## src/rtl/nbb_pkg.sv

```systemverilog
package nbb_pkg;
  localparam int SA_COUNT   = 5;
  localparam int FRAMES     = 16;
  localparam int ODD_FRAMES = FRAMES / 2;
  localparam int BYTE_W     = ODD_FRAMES;
  localparam int FRM_W      = $clog2(FRAMES);
  localparam int COL_W      = $clog2(ODD_FRAMES);
  localparam int SA_SEL_W   = 3;
  localparam int ADDR_W     = 4;
  localparam int RX_BASE    = 8;
  localparam int STAT_ADDR  = RX_BASE + SA_COUNT;

  typedef logic [SA_COUNT-1:0][BYTE_W-1:0] saBuf_t;

  typedef enum logic [1:0] {
    RD_NONE,
    RD_TX,
    RD_RX,
    RD_STAT
  } rdSrc_e;

  typedef struct packed {
    logic                txWr;
    logic [SA_SEL_W-1:0] idx;
    logic                loadShadow;
    logic                xferRx;
    logic                capEn;
    logic [SA_SEL_W-1:0] capRow;
    logic [COL_W-1:0]    capCol;
    rdSrc_e              rdSrc;
    logic                rdEn;
    logic                clrIrq;
    logic                frmStart;
  } ctlStb_t;
endpackage

```

## src/rtl/nbb_ctrl.sv

```systemverilog
module nbb_ctrl
  import nbb_pkg::*;
(
  input  logic                regWe,
  input  logic                regRe,
  input  logic [ADDR_W-1:0]   regAddr,
  input  logic                frmStart,
  input  logic [FRM_W-1:0]    frmNum,
  input  logic [SA_SEL_W-1:0] saSel,
  input  logic                saRxValid,
  output ctlStb_t             stb
);
  localparam logic [ADDR_W-1:0]   TX_END   = ADDR_W'(SA_COUNT);
  localparam logic [ADDR_W-1:0]   RX_LO    = ADDR_W'(RX_BASE);
  localparam logic [ADDR_W-1:0]   RX_END   = ADDR_W'(RX_BASE + SA_COUNT);
  localparam logic [ADDR_W-1:0]   STAT_A   = ADDR_W'(STAT_ADDR);
  localparam logic [SA_SEL_W-1:0] SA_LIMIT = SA_SEL_W'(SA_COUNT);
  localparam logic [FRM_W-1:0]    FRM_ONE  = FRM_W'(1);

  logic              txHit;
  logic              rxHit;
  logic              statHit;
  logic [ADDR_W-1:0] rxOff;

  always_comb begin
    txHit   = regAddr < TX_END;
    rxHit   = (regAddr >= RX_LO) && (regAddr < RX_END);
    statHit = regAddr == STAT_A;
    rxOff   = regAddr - RX_LO;
  end

  always_comb begin
    stb            = '0;
    stb.frmStart   = frmStart;
    stb.txWr       = regWe && txHit;
    stb.idx        = txHit ? regAddr[SA_SEL_W-1:0] : rxOff[SA_SEL_W-1:0];
    stb.loadShadow = frmStart && (frmNum == FRM_ONE);
    stb.xferRx     = frmStart && (frmNum == '0);
    stb.capEn      = saRxValid && frmNum[0] && (saSel < SA_LIMIT);
    stb.capRow     = saSel;
    stb.capCol     = frmNum[FRM_W-1:1];
    stb.rdEn       = regRe;
    stb.clrIrq     = regRe && statHit;
    if (txHit)        stb.rdSrc = RD_TX;
    else if (rxHit)   stb.rdSrc = RD_RX;
    else if (statHit) stb.rdSrc = RD_STAT;
    else              stb.rdSrc = RD_NONE;
  end
endmodule

```

## src/rtl/nbb_dp.sv

```systemverilog
module nbb_dp
  import nbb_pkg::*;
(
  input  logic                clk,
  input  logic                rstN,
  input  ctlStb_t             stb,
  input  logic [BYTE_W-1:0]   wrData,
  input  logic [SA_SEL_W-1:0] saSel,
  input  logic [FRM_W-1:0]    frmNum,
  input  logic                bufEn,
  input  logic                saRxBit,
  output logic                txSaBit,
  output logic                txSaDrive,
  output logic [BYTE_W-1:0]   rdData,
  output logic                irqStat,
  output logic                mfNow
);
  saBuf_t txReg;
  saBuf_t shadow;
  saBuf_t capReg;
  saBuf_t rxBuf;

  for (genvar r = 0; r < SA_COUNT; r++) begin : g_row
    always_ff @(posedge clk) begin
      if (!rstN) begin
        txReg[r]  <= '0;
        shadow[r] <= '0;
        capReg[r] <= '0;
        rxBuf[r]  <= '0;
      end else begin
        if (stb.txWr && stb.idx == SA_SEL_W'(r)) txReg[r] <= wrData;
        if (stb.loadShadow) shadow[r] <= txReg[r];
        if (stb.capEn && stb.capRow == SA_SEL_W'(r)) capReg[r][stb.capCol] <= saRxBit;
        if (stb.xferRx) rxBuf[r] <= capReg[r];
      end
    end
  end

  always_comb begin
    txSaDrive = 1'b0;
    txSaBit   = 1'b0;
    for (int i = 0; i < SA_COUNT; i++) begin
      if (bufEn && frmNum[0] && saSel == SA_SEL_W'(i)) begin
        txSaDrive = 1'b1;
        txSaBit   = shadow[i][frmNum[FRM_W-1:1]];
      end
    end
  end

  function automatic logic [BYTE_W-1:0] pickRow(saBuf_t b, logic [SA_SEL_W-1:0] i);
    logic [BYTE_W-1:0] v;
    v = '0;
    for (int k = 0; k < SA_COUNT; k++) begin
      if (i == SA_SEL_W'(k)) v = b[k];
    end
    return v;
  endfunction

  logic [BYTE_W-1:0] rdNext;

  always_comb begin
    unique case (stb.rdSrc)
      RD_TX:   rdNext = pickRow(txReg, stb.idx);
      RD_RX:   rdNext = pickRow(rxBuf, stb.idx);
      RD_STAT: rdNext = {{(BYTE_W-2){1'b0}}, irqStat, mfNow};
      default: rdNext = '0;
    endcase
  end

  always_ff @(posedge clk) begin
    if (!rstN) begin
      rdData  <= '0;
      irqStat <= 1'b0;
      mfNow   <= 1'b0;
    end else begin
      if (stb.rdEn) rdData <= rdNext;
      if (stb.xferRx) irqStat <= 1'b1;
      else if (stb.clrIrq) irqStat <= 1'b0;
      if (stb.xferRx) mfNow <= 1'b1;
      else if (stb.frmStart) mfNow <= 1'b0;
    end
  end

  AST_SHADOW_HOLD: assert property (@(posedge clk) disable iff (!rstN)
    !stb.loadShadow |=> $stable(shadow));
  AST_RXBUF_HOLD: assert property (@(posedge clk) disable iff (!rstN)
    !stb.xferRx |=> $stable(rxBuf));
  AST_MF_RISE: assert property (@(posedge clk) disable iff (!rstN)
    $rose(mfNow) |-> $past(stb.xferRx));
  AST_IRQ_SET: assert property (@(posedge clk) disable iff (!rstN)
    stb.xferRx |=> irqStat);
  AST_IRQ_CLEAR: assert property (@(posedge clk) disable iff (!rstN)
    (stb.clrIrq && !stb.xferRx) |=> !irqStat);
endmodule

```

## src/rtl/nbb_top.sv

```systemverilog
module nbb_top
  import nbb_pkg::*;
(
  input  logic                clk,
  input  logic                rstN,
  input  logic                regWe,
  input  logic                regRe,
  input  logic [ADDR_W-1:0]   regAddr,
  input  logic [BYTE_W-1:0]   regWdata,
  output logic [BYTE_W-1:0]   regRdata,
  input  logic                frmStart,
  input  logic [FRM_W-1:0]    frmNum,
  input  logic [SA_SEL_W-1:0] saSel,
  input  logic                saRxBit,
  input  logic                saRxValid,
  input  logic                bufEn,
  input  logic                irqEn,
  output logic                txSaBit,
  output logic                txSaDrive,
  output logic                irqOut
);
  ctlStb_t stb;
  logic    irqStat;
  logic    mfNow;

  nbb_ctrl i_ctrl (
    .regWe     (regWe),
    .regRe     (regRe),
    .regAddr   (regAddr),
    .frmStart  (frmStart),
    .frmNum    (frmNum),
    .saSel     (saSel),
    .saRxValid (saRxValid),
    .stb       (stb)
  );

  nbb_dp i_dp (
    .clk       (clk),
    .rstN      (rstN),
    .stb       (stb),
    .wrData    (regWdata),
    .saSel     (saSel),
    .frmNum    (frmNum),
    .bufEn     (bufEn),
    .saRxBit   (saRxBit),
    .txSaBit   (txSaBit),
    .txSaDrive (txSaDrive),
    .rdData    (regRdata),
    .irqStat   (irqStat),
    .mfNow     (mfNow)
  );

  assign irqOut = irqStat && irqEn;

  AST_TX_QUIET_EVEN: assert property (@(posedge clk) disable iff (!rstN)
    !frmNum[0] |-> (!txSaDrive && !txSaBit));
  AST_IRQ_MASKED: assert property (@(posedge clk) disable iff (!rstN)
    !irqEn |-> !irqOut);
endmodule

```

## config.mk

```make
export PLATFORM = sky130hd
export DESIGN_NAME = nbb_top
export DESIGN_NICKNAME = d
export VERILOG_FILES = /design/src/rtl/nbb_pkg.sv /design/src/rtl/nbb_ctrl.sv /design/src/rtl/nbb_dp.sv /design/src/rtl/nbb_top.sv
export SDC_FILE = /design/constraint.sdc
export NUM_CORES = 1
export LEC_CHECK = 0
export BUFFER_PORTS_ARGS = -buffer_cell sky130_fd_sc_hd__buf_2
export CAP_MARGIN = 20
export CELL_PAD_IN_SITES_DETAIL_PLACEMENT = 0
export CELL_PAD_IN_SITES_GLOBAL_PLACEMENT = 1
export CORE_MARGIN = 8
export CORE_UTILIZATION = 51
export CTS_CLUSTER_SIZE = 30
export DETAILED_ROUTE_END_ITERATION = 8
export PLACE_DENSITY_LB_ADDON = 0.1
export SYNTH_ARGS = -nofsm -noshare
export SYNTH_HDL_FRONTEND = slang
export SYNTH_SLANG_ARGS = --single-unit
```

## constraint.sdc

```tcl
create_clock -name clk -period 3.8 [get_ports clk]
set_input_delay 0.76 -clock clk [delete_from_list [all_inputs] [get_ports clk]]
set_output_delay 0.76 -clock clk [all_outputs]
set_load 0.03 [all_outputs]
```

==> results of run 1 <==
-- critical path, cell delays in order --
cell	delay, ns
buf_2	0.33
nor2b_1	0.39
a22o_4	0.16
a31oi_1	0.08
o22a_1	0.22
a2111oi_2	0.38
buf_2	0.26
-- per-layer routing --
layer,GRT usage,vias up,wire (um)
li1,-,3056,-
met4,0.0752,0,396
met1,0.316,3050,10500
met3,0.0513,26,1350
met2,0.321,182,9280
met5,0,-,0
-- cells in the final DEF, fill, tap and decap left out, drive strengths merged, types with 3 or more instances in the layout --
| cell type | synthesis | routed |
|---|---|---|
| a211oi | 12 | 12 |
| a21boi | 102 | 102 |
| dfxtp | 170 | 170 |
| nand2 | 189 | 189 |
| nand2b | 7 | 7 |
| a22oi | 10 | 10 |
| mux2 | 16 | 16 |
| a21oi | 12 | 12 |
| buf | 31 | 49 |
| o31ai | 6 | 6 |
| nor2b | 74 | 74 |
| a221oi | 5 | 5 |
| or2 | 3 | 3 |
| a2111oi | 7 | 7 |
| nor2 | 35 | 35 |
| nand3b | 5 | 5 |
| mux4 | 6 | 6 |
| mux2i | 70 | 70 |
| nand3 | 19 | 19 |
| and3 | 3 | 3 |
| nand4 | 11 | 11 |
| clkbuf | 41 | 26 |
| and3b | 6 | 6 |
| o21ai | 26 | 26 |
| nor3 | 9 | 9 |
-- worst max-delay path by stage --
stage,from,to,slack (ns)
floorplan,frmNum[2],txSaBit,0.60
global placement,frmNum[2],txSaBit,0.52
detailed placement,frmNum[2],txSaBit,0.47
CTS,frmNum[2],txSaBit,0.46
global route,frmNum[2],txSaBit,0.32
finish,frmNum[2],txSaBit,0.44
-- cell usage after synthesis, drive strengths merged (6+ instances only) --
library cell / n
o31ai: 6
a211oi: 12
nor2b: 74
buf: 31
mux2: 16
mux2i: 70
a21boi: 102
and3b: 6
nand4: 11
nor2: 35
nand2b: 7
dfxtp: 170
clkbuf: 41
a21oi: 12
a2111oi: 7
mux4: 6
nor3: 9
o21ai: 26
nand2: 189
a22oi: 10
nand3: 19
-- cell type report --
class | instances | area (um2) | share of cell area
repair buffers | 49 | 288 | 0.0332
clock buffers | 26 | 509 | 0.0587
flip-flops and latches | 170 | 3400 | 0.392
inverters | 2 | 7.51 | 0.000866
multi-input cells | 649 | 4170 | 0.481
clock inverters | 2 | 60.1 | 0.00693
well taps | 188 | 235 | 0.0271
-- report_power, final --
group,switching [mW],leakage (nW),internal [mW]
Sequential,0.00759,1.37,1.79
Clock,0.655,0.278,1.04
Combinational,0.151,1.48,0.0791
-- metrics by stage --
| step | std cells | util | power (mW) |
|---|---|---|---|
| 4_1_cts | 1086 | 0.570 | 3.75 |
| 6_report | 1086 | 0.570 | 3.73 |
| 3_5_place_dp | 1058 | 0.533 | 2.07 |
| 2_1_floorplan | 893 | - | 2.00 |
| 3_3_place_gp | 1058 | 0.533 | 2.06 |
| 5_1_grt | 1086 | 0.570 | 3.85 |
-- state kept, by name, indices dropped and copies added, names as in the netlist --
name	flops
i_dp.capReg	40
i_dp.irqStat	1
i_dp.mfNow	1
i_dp.rdData	8
i_dp.rxBuf	40
i_dp.shadow	40
i_dp.txReg	40
-- cells by family after synthesis --
logic type | Yosys count
simple gates | 370
compound gates | 187
flops | 170
mux | 92
buf+inv | 74
==> flow_metrics.py, run 1 <==
metrics = {
    "routing": {
        "dr_total_vias": 6314,
        "drcViolationCount": 0,
        "first_iter_violations": 536,
        "first_pass_iters": 5,
        "routed_wl_um": 21500,
        "wire_per_inst_um": 19.8,
        "drtAntennaViolNets": 0,
        "viasPerCell": 5.81,
    },
    "yosys": {
        "async_flop_share": 0,
        "synth_edf_count": 0,
        "synth_top_area_share": 0.430,
        "syn_avg_cell_area_um2": 8.86,
        "synth_top_family_by_area": "simple AND/OR/NAND/NOR gates",
        "synth_fp_nets": 921,
        "synthSimpleGateAreaFrac": 0.227,
        "synth_adder_area_share": 0,
        "synthXorXnorAreaFrac": 0,
        "synth.area.top_cells": "dfxtp_1 43%, a21boi_0 9.2%, nand2_1 9.0%, mux2i_1 8.9%, nor2b_1 5.9%",
        "postSynthCellCount": 893,
        "synth-compound-area-share": 0.171,
        "synth_seq_area_share": 0.430,
        "synth.distinct_cells": 51,
        "yosys.area.top_type": "dfxtp_1",
        "synthMuxAreaShare": 0.128,
        "synth-seq-cells": 170,
        "yosys_warnings": 0,
        "ys.flop_type": "dfxtp_1",
        "syn-cell-area_um2": 7910,
    },
    "critical_path": {
        "cp-start-kind": "input pin",
        "rr_worst_depth": 5,
        "reg2reg_from": "i_dp.txReg[24]$_SDFFE_PN0P_",
        "path_max_fanout": 18,
        "worstSetupPathType": "input pin to output port",
        "cp.arrival_ns": 2.60,
        "rr_endpoint": "i_dp.rdData[0]$_SDFFE_PN0P_",
        "critPathRequiredTime_ns": 3.04,
        "r2r_slack_ns": 2.02,
        "critPathCaptureType": "output port",
    },
    "floorplanning": {
        "coreArea_um2": 15200,
        "start_util": 0.520,
        "dieArea_um2": 19800,
        "die_y_um": 141,
        "pin_count": 39,
        "die_x_um": 141,
        "core.rowCount": 45,
    },
    "clocking": {
        "cts_resized": 0,
        "cts_tree": "built",
        "cts_setup_buffers": 0,
        "cts_sinks": 170,
        "hold_buffers": 0,
        "htree_num_levels": 4,
        "numCtsBuffers": 17,
        "clock_latency_ns": 0.43,
        "cts.clk_slew.worst_paths_ns": 0.06,
        "cts_root_buf": "clkbuf_16",
        "clockBufferDepth": 2,
    },
    "sta": {
        "fin_ws_ns": 0.443,
        "min_period_ns": 3.36,
        "finClkSkew_ns": 0.00820,
        "drv_slew": 0,
        "hold_viol": 0,
        "timing.hold.ws_ns": 0.458,
        "setup_tns_ns": 0,
        "post-route-period-util": 0.883,
        "finalSetupViolCount": 0,
        "fmax_mhz": 298,
        "relSlewSlack": 0.373,
        "rsz0062_at_grt": "no",
        "tightest_slew_ns": 0.933,
    },
    "power": {
        "p_per_area_nw_per_um2": 430,
        "ir_drop_uv": 323,
        "power_leakage_nw": 3.13,
    },
    "run_status": {
        "status": "complete, no violations",
    },
    "global_routing": {
        "grt_max_degree": 117,
        "grt_overflow": 0,
        "grt_pass1_wl_um": 34100,
        "grt_usage": 0.222,
        "antenna_found_initial": 0,
        "grt_pass1_vias": 5977,
    },
    "placement": {
        "gp_congestion": 0.873,
        "dp_hpwl_um": 15000,
        "post-place-ws_ns": 0.468,
        "io_buffers": 38,
        "placed_cell_area_um2": 8100,
    },
    "cells_and_area": {
        "drive_above_1_share": 0.120,
        "syn_to_final_growth_pct": 9.60,
        "final_nets": 917,
        "n_antenna_cell": 0,
        "fin_area_um2": 8670,
        "fill_cells": 1363,
    },
    "run": {
        "drv_cap": 0,
    },
    "worst_hold_path": {
        "hp-class": "flop to flop",
        "hold_start": "i_dp.capReg[8]$_SDFFE_PN0P_",
        "whs_endpoint": "i_dp.rxBuf[8]$_SDFFE_PN0P_",
        "hold_depth": 2,
    },
}
Power figures use the tool's default switching activity.
==> run 2: changes to the inputs <==
- CELL_PAD_IN_SITES_DETAIL_PLACEMENT: 0 -> 1
==> run 2 against run 1 <==
Effect of this change: count of clock-buffer cells in the layout is 5 lower; sequential share of layout area is 0.24 points lower; utilization is 0.35 points higher; fmax is 2.0% lower; power is 3.4% higher; die area stayed put; via count is 2.6% higher; non-clock buffer count stayed put; critical path depth stayed put; sequential cell count stayed put; critical path type unchanged.
==> flow_metrics.py, run 2 (same netlist as run 1, synthesis figures left out) <==
metrics = {
    "run_status": {
        "status": "complete, no violations",
    },
    "cells_and_area": {
        "drive_above_1_share": 0.128,
        "final_cell_mix": "189 x nand2_1, 170 x dfxtp_1, 97 x a21boi_0",
        "syn_to_final_growth_pct": 10.3,
        "final_core_util": 0.574,
        "final_common_cell": "nand2_1",
        "n_antenna_cell": 0,
        "final_nets": 917,
    },
    "routing": {
        "drcViolationCount": 0,
        "viasPerCell": 5.95,
        "routed_wl_um": 24100,
        "drtAntennaViolNets": 0,
        "first_iter_violations": 495,
        "first_pass_iters": 5,
        "dr_total_vias": 6481,
        "wire_per_inst_um": 22.1,
    },
    "clocking": {
        "cts_tree": "built",
        "clockBufferDepth": 2,
        "cts_setup_buffers": 0,
        "numCtsBuffers": 17,
        "cts_sinks": 170,
        "cts_root_buf": "clkbuf_16",
        "cts.clk_slew.worst_paths_ns": 0.06,
        "hold_buffers": 0,
        "htree_num_levels": 4,
        "clock_latency_ns": 0.43,
        "cts_resized": 0,
    },
    "sta": {
        "timing.hold.ws_ns": 0.458,
        "finalSetupViolCount": 0,
        "setup_tns_ns": 0,
        "hold_viol": 0,
        "fmax_mhz": 292,
        "drv_slew": 0,
        "post-route-period-util": 0.901,
        "relSlewSlack": 0.362,
        "tightest_slew_ns": 0.950,
        "min_period_ns": 3.43,
        "finClkSkew_ns": 0.00915,
        "rsz0062_at_grt": "no",
    },
    "critical_path": {
        "path_max_fanout": 18,
        "max_stage_delay_ns": 0.47,
        "cp.arrival_ns": 2.67,
        "cp-start-kind": "input pin",
        "critPathTopFamily": "compound AO/OA/AOI/OAI gates",
        "critPathRequiredTime_ns": 3.04,
        "timing.critical_path.buf_inv": 2,
        "worstSetupPathType": "input pin to output port",
        "cp_cell_sequence": "buf_2, and2b_1, a22o_4, a31oi_1, o22a_1, a2111oi_2, buf_2",
        "critPathCaptureType": "output port",
        "crit_path_top_delay_cell": "and2b_1",
        "critPathMostFrequentCell": "buf_2",
    },
    "power": {
        "power_switching_uw": 883,
        "pwr-share-clk": 0.472,
        "switching_share": 0.229,
        "combPwrFrac": 0.061,
        "power_leakage_nw": 3.15,
        "ir_drop_uv": 314,
        "p_per_area_nw_per_um2": 442,
        "seqPwrFrac": 0.467,
        "p_total_mw": 3.85,
        "p_int_mw": 2.97,
    },
    "floorplanning": {
        "coreArea_um2": 15200,
        "die_y_um": 141,
        "core.rowCount": 45,
        "dieArea_um2": 19800,
        "pin_count": 39,
        "die_x_um": 141,
        "start_util": 0.520,
    },
    "global_routing": {
        "grt_pass1_vias": 6713,
        "grt_max_degree": 117,
        "grt_usage": 0.249,
        "grt_pass1_wl_um": 37900,
        "grt_overflow": 0,
        "antenna_found_initial": 0,
    },
    "worst_hold_path": {
        "hp-class": "flop to flop",
    },
    "placement": {
        "io_buffers": 38,
        "dp_hpwl_um": 16800,
        "gp_congestion": 0.873,
    },
    "run": {
        "drv_cap": 0,
    },
}
## run 2: changes by cell type in the layout (fill, tap and decap cells not counted), sizes merged
cell      delta
clkbuf       -5
clkinv       +5
clkinvlp     +2
bufinv       +1
## run 2: worst register-to-register path, delay by kind of cell (launching register included)
kind	cells	cell delay, ns
flip-flops	1	0.34
AO/OA/AOI/OAI	2	0.55
AND/OR/NAND/NOR	1	0.06
multiplexers	2	0.74
## run 2: cell type report
cell class | instances | area (um2)
Fill cell | 1753 | 6480
Sequential cell | 170 | 3400
Clock inverter | 10 | 141
Timing Repair Buffer | 49 | 288
Multi-Input combinational cell | 649 | 4170
Clock buffer | 21 | 480
Tap cell | 188 | 235
Inverter | 2 | 7.51
## run 2: layer usage
layer  track usage  up-vias  share of wire
met5             0        -              0
met4        0.0848        0          0.024
met3        0.0656       43          0.058
met2         0.401      169           0.47
met1         0.316     3203           0.45
li1              -     3066              -
## run 2: power by group through the flow
stage               combinational [mW]  sequential [mW]  clock [mW]
floorplan                        0.160             1.84           0
finish                           0.234             1.80        1.82
CTS                              0.233             1.80        1.84
global route                     0.251             1.80        1.92
detailed placement               0.231             1.84           0
global placement                 0.224             1.84           0
## run 2: stage by stage
step,area (um2),instances,worst slack (ns)
2_1_floorplan,7910,893,0.595
3_3_place_gp,8100,1058,0.523
3_5_place_dp,8100,1058,0.471
4_1_cts,8720,1089,0.393
5_1_grt,8720,1089,0.296
6_report,8720,1089,0.375
## run 2: path summary, 6_finish.rpt
| check | from | end | slack [ns] | cells past startpoint |
|---|---|---|---|---|
| worst max-delay path | frmNum[2] | txSaBit | 0.37 | 7 |
| worst min-delay path | i_dp.capReg[8]$_SDFFE_PN0P_ | i_dp.rxBuf[8]$_SDFFE_PN0P_ | 0.46 | 2 |
| worst max register to register | i_dp.txReg[24]$_SDFFE_PN0P_ | i_dp.rdData[0]$_SDFFE_PN0P_ | 1.98 | 5 |
| worst min register to register | i_dp.capReg[8]$_SDFFE_PN0P_ | i_dp.rxBuf[8]$_SDFFE_PN0P_ | 0.46 | 2 |
==> run 3: changes to the inputs <==
- CORE_UTILIZATION: 51 -> 26
- CTS_BUF_LIST: default -> sky130_fd_sc_hd__clkbuf_2
==> run 3 against run 2 <==
Effect of this change: utilization is 29 points lower; register-to-register slack gained 0.04 ns; final cell count rose by 20%; clock power down 45%; sequential power is essentially flat; power down 21%; sequential cell count is the same; critical path depth is the same.
==> flow_metrics.py, run 3 (same netlist as run 1, synthesis figures left out) <==
metrics = {
    "sta": {
        "hold_viol": 0,
        "finClkSkew_ns": 0.0422,
        "fmax_mhz": 303,
        "setup_tns_ns": 0,
        "min_period_ns": 3.30,
        "relSlewSlack": 0.366,
        "finalSetupViolCount": 0,
        "timing.hold.ws_ns": 0.261,
        "post-route-period-util": 0.869,
        "rsz0062_at_grt": "no",
        "tightest_slew_ns": 0.951,
        "drv_slew": 0,
    },
    "routing": {
        "drtAntennaViolNets": 0,
        "drcViolationCount": 0,
        "dr_total_vias": 6206,
        "viasPerCell": 4.76,
        "routed_wl_um": 27200,
        "first_pass_iters": 6,
        "first_iter_violations": 330,
        "wire_per_inst_um": 20.9,
    },
    "cells_and_area": {
        "drive_above_1_share": 0.131,
        "syn_to_final_growth_pct": 9.19,
        "final_cell_mix": "189 x nand2_1, 170 x dfxtp_1, 97 x a21boi_0",
        "final_nets": 922,
        "fill_cells": 3546,
        "final_common_cell": "nand2_1",
    },
    "power": {
        "p_per_area_nw_per_um2": 353,
        "seqPwrFrac": 0.592,
        "p_int_mw": 2.18,
        "switching_share": 0.285,
        "power_leakage_nw": 3.01,
        "p_total_mw": 3.05,
        "combPwrFrac": 0.081,
        "pwr-share-clk": 0.327,
        "ir_drop_uv": 146,
        "power_switching_uw": 870,
    },
    "critical_path": {
        "rr_worst_depth": 5,
        "cp-startpoint": "frmNum[2]",
        "cp.arrival_ns": 2.54,
        "critPathRequiredTime_ns": 3.04,
        "worstSetupPathType": "input pin to output port",
        "r2r_slack_ns": 2.02,
        "path_max_fanout": 18,
        "reg2reg_from": "i_dp.rxBuf[25]$_SDFFE_PN0P_",
        "endpoint": "txSaBit",
        "critPathCaptureType": "output port",
        "rr_endpoint": "i_dp.rdData[1]$_SDFFE_PN0P_",
        "cp-start-kind": "input pin",
    },
    "floorplanning": {
        "coreArea_um2": 30300,
        "pin_count": 39,
        "core.rowCount": 64,
        "dieArea_um2": 36300,
        "die_y_um": 190,
        "die_x_um": 190,
        "start_util": 0.261,
    },
    "global_routing": {
        "grt_overflow": 0,
        "antenna_found_initial": 3,
        "grt_pass1_wl_um": 42200,
        "grt_pass1_vias": 6402,
        "met2_usage": 0.226,
        "busiest_layer": "met1",
        "grt_max_degree": 66,
        "grt_usage": 0.155,
        "grt_util_met1": 0.231,
        "grtUsageMet3": 0.0289,
    },
    "clocking": {
        "clock_latency_ns": 0.80,
        "numCtsBuffers": 17,
        "htree_num_levels": 4,
        "hold_buffers": 0,
        "cts_tree": "built",
        "clockBufferDepth": 2,
        "cts.clk_slew.worst_paths_ns": 0.29,
        "cts_root_buf": "clkbuf_2",
        "cts_setup_buffers": 0,
        "cts_resized": 0,
        "cts_sinks": 170,
    },
    "run_status": {
        "status": "complete, no violations",
    },
    "placement": {
        "dp_hpwl_um": 19000,
        "gp_congestion": 0.738,
        "io_buffers": 38,
    },
    "run": {
        "drv_cap": 0,
    },
    "worst_hold_path": {
        "hp-class": "input pin to flop",
    },
}
## run 3: cell count changes in the layout (fill, tap and decap cells not counted), moves of 3 or more
| cell | before | now |
|---|---|---|
| buf_4 | 11 | 15 |
| clkbuf_16 | 17 | 0 |
| clkbuf_2 | 0 | 19 |
| clkbuf_8 | 4 | 0 |
| clkinv_4 | 3 | 0 |
| inv_6 | 0 | 3 |
## run 3: worst min-delay path by stage
| stage | startpoint | to | slack (ns) | cells after the start |
|---|---|---|---|---|
| after floorplan | i_dp.capReg[33]$_SDFFE_PN0P_ | i_dp.rxBuf[33]$_SDFFE_PN0P_ | 0.43 | 2 |
| after global placement | i_dp.rxBuf[8]$_SDFFE_PN0P_ | i_dp.rxBuf[8]$_SDFFE_PN0P_ | 0.44 | 2 |
| after detailed placement | i_dp.rxBuf[8]$_SDFFE_PN0P_ | i_dp.rxBuf[8]$_SDFFE_PN0P_ | 0.45 | 2 |
| after CTS | regRe | i_dp.rdData[0]$_SDFFE_PN0P_ | 0.17 | 2 |
| after global routing | regWdata[1] | i_dp.txReg[33]$_SDFFE_PN0P_ | 0.17 | 3 |
| final | regRe | i_dp.rdData[0]$_SDFFE_PN0P_ | 0.26 | 2 |
## run 3: power groups by stage
stage	clock, mW	sequential (mW)	combinational, mW
3_3_place_gp	0	1.84	0.251
6_report	0.999	1.81	0.246
5_1_grt	1.13	1.81	0.270
2_1_floorplan	0	1.84	0.160
4_1_cts	1.06	1.81	0.252
3_5_place_dp	0	1.84	0.252
## run 3: cell type report
type | count | area, um2 | area share
multi-input combinational | 649 | 4170 | 0.483
antenna | 2 | 5.00 | 0.000579
inverter | 2 | 7.51 | 0.000869
timing repair buffer | 54 | 338 | 0.0391
sequential | 170 | 3400 | 0.394
tap | 396 | 495 | 0.0574
clock buffer | 19 | 95.1 | 0.0110
clock inverter | 11 | 121 | 0.0140
## run 3: through the flow
step	setup slack [ns]	area, um2	util	std cells
final	0.498	8640	0.285	1303
after global routing	0.282	8640	0.285	1303
after CTS	0.453	8630	0.285	1301
after detailed placement	0.473	8420	0.278	1271
after global placement	0.460	8420	0.278	1271
after floorplan	0.595	7910	-	893
## run 3: critical path: stages
cell and delay [ns]:
buf_2 0.33, nor2b_1 0.34, a22o_4 0.16, a31oi_1 0.08
o22a_1 0.22, a2111oi_2 0.37, buf_2 0.27
## run 3: layer usage
layer	vias up	wire length (um)
met3	16	853
met5	-	0
met1	3038	14700
li1	3079	-
met2	73	11400
met4	0	251
